**config.mk**
```make
export PLATFORM = sky130hd
export DESIGN_NAME = dual_latch_tristate
export DESIGN_NICKNAME = d
export VERILOG_FILES = /design/src/rtl/dl_pkg.sv /design/src/rtl/dl_bank_latch.sv /design/src/rtl/dl_powerup_gate.sv /design/src/rtl/dual_latch_tristate.sv
export SDC_FILE = /design/constraint.sdc
export NUM_CORES = 1
export LEC_CHECK = 0
export BUFFER_PORTS_ARGS = -buffer_cell sky130_fd_sc_hd__buf_2
export CORE_MARGIN = 2
export CORE_UTILIZATION = 35
export DETAILED_ROUTE_END_ITERATION = 12
export PLACE_DENSITY = 0.85
export SYNTH_ARGS = -nofsm -noshare
export SYNTH_HDL_FRONTEND = slang
export SYNTH_SLANG_ARGS = --single-unit
```
**constraint.sdc**
```tcl
create_clock -name clk_i -period 0.8 [get_ports clk_i]
set_input_delay 0.16 -clock clk_i [delete_from_list [all_inputs] [get_ports clk_i]]
set_output_delay 0.16 -clock clk_i [all_outputs]
set_load 0.005 [all_outputs]
```
**src/rtl/dl_pkg.sv**
```systemverilog
package dl_pkg;
  localparam int DL_BANK_W    = 9;
  localparam int DL_NUM_BANKS = 2;
endpackage

```
**src/rtl/dl_bank_latch.sv**
```systemverilog
module dl_bank_latch #(
  parameter int W = dl_pkg::DL_BANK_W
) (
  input  logic         clk_i,
  input  logic         rst_ni,
  input  logic         le_i,
  input  logic [W-1:0] d_i,
  output logic [W-1:0] hold_o,
  output logic [W-1:0] q_o
);
  logic [W-1:0] hold_q;

  // sampled storage: last word seen while enable high
  always_ff @(posedge clk_i or negedge rst_ni) begin
    if (!rst_ni)   hold_q <= '0;
    else if (le_i) hold_q <= d_i;
  end

  assign hold_o = hold_q;
  assign q_o    = le_i ? d_i : hold_q;

  AST_CAPTURE: assert property (@(posedge clk_i) disable iff (!rst_ni)
    le_i |=> (hold_o == $past(d_i)));
  AST_HOLD: assert property (@(posedge clk_i) disable iff (!rst_ni)
    !le_i |=> $stable(hold_o));
endmodule

```
**src/rtl/dl_powerup_gate.sv**
```systemverilog
module dl_powerup_gate (
  input  logic clk_i,
  input  logic rst_ni,
  input  logic oe_n_i,
  output logic drive_o
);
  logic armed_q;

  // armed once output enable is sampled inactive
  always_ff @(posedge clk_i or negedge rst_ni) begin
    if (!rst_ni) armed_q <= 1'b0;
    else         armed_q <= armed_q | oe_n_i;
  end

  assign drive_o = armed_q & ~oe_n_i;

  AST_OFF_NO_DRIVE: assert property (@(posedge clk_i) disable iff (!rst_ni)
    oe_n_i |-> !drive_o);
  AST_ARM_NEEDS_OFF: assert property (@(posedge clk_i) disable iff (!rst_ni)
    $rose(armed_q) |-> $past(oe_n_i));
  AST_ARM_STICKY: assert property (@(posedge clk_i) disable iff (!rst_ni)
    armed_q |=> armed_q);
endmodule

```
**src/rtl/dual_latch_tristate.sv**
```systemverilog
module dual_latch_tristate #(
  parameter int BANK_W    = dl_pkg::DL_BANK_W,
  parameter int NUM_BANKS = dl_pkg::DL_NUM_BANKS
) (
  input  logic                        clk_i,
  input  logic                        rst_ni,
  input  logic [NUM_BANKS*BANK_W-1:0] d_i,
  input  logic [NUM_BANKS-1:0]        le_i,
  input  logic [NUM_BANKS-1:0]        oe_n_i,
  output logic [NUM_BANKS*BANK_W-1:0] q_o,
  output logic [NUM_BANKS-1:0]        drive_o,
  output logic [NUM_BANKS*BANK_W-1:0] held_o
);
  localparam int TOTAL_W = NUM_BANKS * BANK_W;

  logic [TOTAL_W-1:0] bank_q;

  for (genvar b = 0; b < NUM_BANKS; b++) begin : g_bank
    dl_bank_latch #(.W(BANK_W)) u_latch (
      .clk_i  (clk_i),
      .rst_ni (rst_ni),
      .le_i   (le_i[b]),
      .d_i    (d_i[b*BANK_W +: BANK_W]),
      .hold_o (held_o[b*BANK_W +: BANK_W]),
      .q_o    (bank_q[b*BANK_W +: BANK_W])
    );

    dl_powerup_gate u_gate (
      .clk_i   (clk_i),
      .rst_ni  (rst_ni),
      .oe_n_i  (oe_n_i[b]),
      .drive_o (drive_o[b])
    );

    AST_TRANSPARENT: assert property (@(posedge clk_i) disable iff (!rst_ni)
      le_i[b] |-> (q_o[b*BANK_W +: BANK_W] == d_i[b*BANK_W +: BANK_W]));
    AST_DRIVE_ON: assert property (@(posedge clk_i) disable iff (!rst_ni)
      ($past(rst_ni) && $past(oe_n_i[b]) && !oe_n_i[b]) |-> drive_o[b]);
  end

  assign q_o = bank_q;
endmodule

```
==> qor.yml <==
run_status:
  status: "finished, violations left"
  failed_checks: "setup timing"
cells_and_area:
  layout_commonest_cell: "buf_2"
  multi_input_area_um2: 305
  fin_util_pct: 68.3
  seq_area_um2: 500
  final_nets: 149
  syn_to_final_growth_pct: 83.0
  drive_gt1_share_pct: 82.3
  antennaDiodeCount: 0
  most-common-layout-cells: "buf_2, buf_6, dfrtp_1, mux2_4, buf_4"
  nFillCells: 164
worst_hold_path:
  hold_depth: 2
  worstHoldEndpoint: "g_bank[1].u_gate.armed_q$_DFF_PN0_"
  min_from: "oe_n_i[1]"
  hp-class: "input port to flip-flop"
global_route:
  antenna_found_initial: 0
  grt_pass1_wl_mm: 3.11
  grt_pass1_vias: 725
  track_usage_pct: 15.7
  grt_max_degree: 21
  grt_overflow_total: 0
sta:
  tightestPinTransition_ns: 0.445
  max_freq_mhz: 782
  setup_viol: 44
  hold_viol_final: 0
  drv_slew: 0
  skew_ns: 0
  layout_setup_ws_ns: -0.480
  grt_setup_unrepaired: "true"
  period_minus_slack_ns: 1.28
  relSlewSlack_pct: 70.3
  min_period_over_period_pct: 160
clock_tree:
  cts.sinks: 20
  cts_buffers: 3
  clockBufferDepth: 2
  cts_tree: "yes"
  htreeDepth: 1
  clk_pin_slew_ns: 0.11
  cts_root_buf: "clkbuf_4"
  clk_latency_ns: 0.30
worst_setup_path:
  rr_endpoint: "g_bank[0].u_latch.hold_o[8]$_DFF_PN0_"
  critPathLaunchType: "flip-flop"
  path_max_fanout: 2
  r2r_cells: 2
  worstSetupPathType: "flip-flop to primary output"
  crit_required_ns: 0.64
  r2r-start: "g_bank[0].u_latch.hold_o[8]$_DFF_PN0_"
  arrival_ns: 1.12
  end_kind: "primary output"
  rrSetupSlack_ns: -0.11
logic_synthesis:
  synthXorXnorAreaFrac_pct: 0
  ys_seq_area_share_pct: 60.1
  synth_top_family_by_area: "multiplexers"
  synthesis.nets: 70
  synthCells: 46
  synthSimpleGateAreaFrac_pct: 3.00
  synth_compound_area_share_pct: 0
  synth.area.mux_share_pct: 32.4
  synth-adder-area-share_pct: 0
  netlist_area_um2: 833
  synth_cell_types: 6
  synth_area_per_cell_um2: 18.1
  ys_seq_elements: 20
  yosysWarnings: 0
run:
  maxCapViolCount: 0
power_and_ir_drop:
  combPwrFrac_pct: 29.5
  switchingPower_uw: 622
  p_leak_nw: 0.810
  vdd_drop_max_mv: 1.37
  power_density_nw_per_um2: 1830
  clkPwrFrac_pct: 29.3
  internal-power_mw: 2.17
  swShare_pct: 22.3
  seqPwrFrac_pct: 41.2
placement:
  hpwl_mm: 1.42
  dpl_worst_slack_ns: -0.257
  io_buffers: 61
  place_congestion: 0.636
die:
  start_util_pct: 37.3
  placementRows: 17
  io_pins: 62
  coreArea_um2: 2230
  die-height_um: 52.8
  die_area_um2: 2790
  fp.dieW_um: 52.8
routing:
  num_vias: 681
  wl_mm: 2.04
  wl_per_cell_um: 13.4
  initialDrtViolationCount: 6
  antenna_violating_nets_post_route: 0
  viasPerCell: 4.48
  drc: 0
  first_pass_iters: 2
## worst max-delay path by stage
| stage | slack (ns) | start | end | cells after the start |
|---|---|---|---|---|
| 3_5_place_dp | -0.26 | le_i[1] | q_o[17] | 3 |
| 4_1_cts | -0.49 | g_bank[0].u_latch.hold_o[8]$_DFF_PN0_ | q_o[8] | 2 |
| 3_3_place_gp | -0.23 | le_i[1] | q_o[12] | 3 |
| 2_1_floorplan | -0.0002 | g_bank[0].u_latch.hold_o[0]$_DFF_PN0_ | q_o[0] | 1 |
| 5_1_grt | -0.52 | g_bank[1].u_latch.hold_o[7]$_DFF_PN0_ | q_o[16] | 2 |
| 6_report | -0.48 | g_bank[0].u_latch.hold_o[5]$_DFF_PN0_ | q_o[5] | 2 |
## layout make-up
cell class	instances	share of cell area, %
timing repair buffer	78	41.4
multi-input combinational	22	20.0
clock inverter	1	1.97
sequential	20	32.8
clock buffer	3	1.48
tap	28	2.30
## flip-flops by register name (all words and copies together), names as in the netlist
name and count:
g_bank.u_latch.hold_o 18, g_bank.u_gate.armed_q 2
## power by group through the flow
stage                     Combinational, mW  Clock [mW]  Sequential [mW]
after floorplan                       0.227           0             1.18
after global placement                0.507           0             1.16
after detailed placement              0.522           0             1.17
after CTS                             0.765       0.860             1.15
after global routing                  0.884       0.904             1.16
final                                 0.824       0.819             1.15
## synth_stat cells
cell type	count	area share [%]
buf_4	2	1.8
buf_6	2	2.7
dfrtp_1	20	60
mux2_4	18	32
nor2b_1	2	1.5
or2_2	2	1.5
## metrics by stage
| stage | total power [mW] | TNS (ns) | hold slack [ns] | instances | area (um2) |
|---|---|---|---|---|---|
| 2_1_floorplan | 1.40 | -0.00401 | -0.136 | 46 | 833 |
| 3_3_place_gp | 1.67 | -4.75 | 0.120 | 134 | 1170 |
| 3_5_place_dp | 1.69 | -5.34 | 0.138 | 134 | 1170 |
| 4_1_cts | 2.78 | -13.92 | 0.0425 | 146 | 1460 |
| 5_1_grt | 2.95 | -15.88 | 0.0654 | 152 | 1530 |
| 6_report | 2.80 | -13.58 | 0.0768 | 152 | 1530 |
## cell families (layout without fill, tap and decap cells)
kind of cell           Yosys count  after routing
DFF                             20             20
buffers and inverters            4             82
muxes                           18             18
and+or+nand+nor                  4              4
## timing repair
action | 4_1_cts | 5_1_grt
setup endpoints to repair | 38 | 53
gates cloned | 0 | 0
setup buffers | 8 | 7
hold buffers | 1 | 0
gates resized for setup | 31 | 6
hold endpoints to repair | 20 | 0
## routing by layer
metal | wire length [um] | vias to the layer above | track usage [%] | part of all wire [%]
met5 | 0 | - | 0 | 0
met4 | 22 | 0 | 5.13 | 1.1
met3 | 198 | 2 | 5.14 | 9.7
met2 | 1030 | 42 | 29.8 | 50
met1 | 790 | 324 | 15.8 | 39
li1 | - | 313 | - | -
## worst max-delay path, stage by stage (launching register included)
cell	delay, ns
dfrtp_1	0.41
mux2_4	0.30
buf_6	0.12
Note: power is estimated with default switching activity, not from simulation.
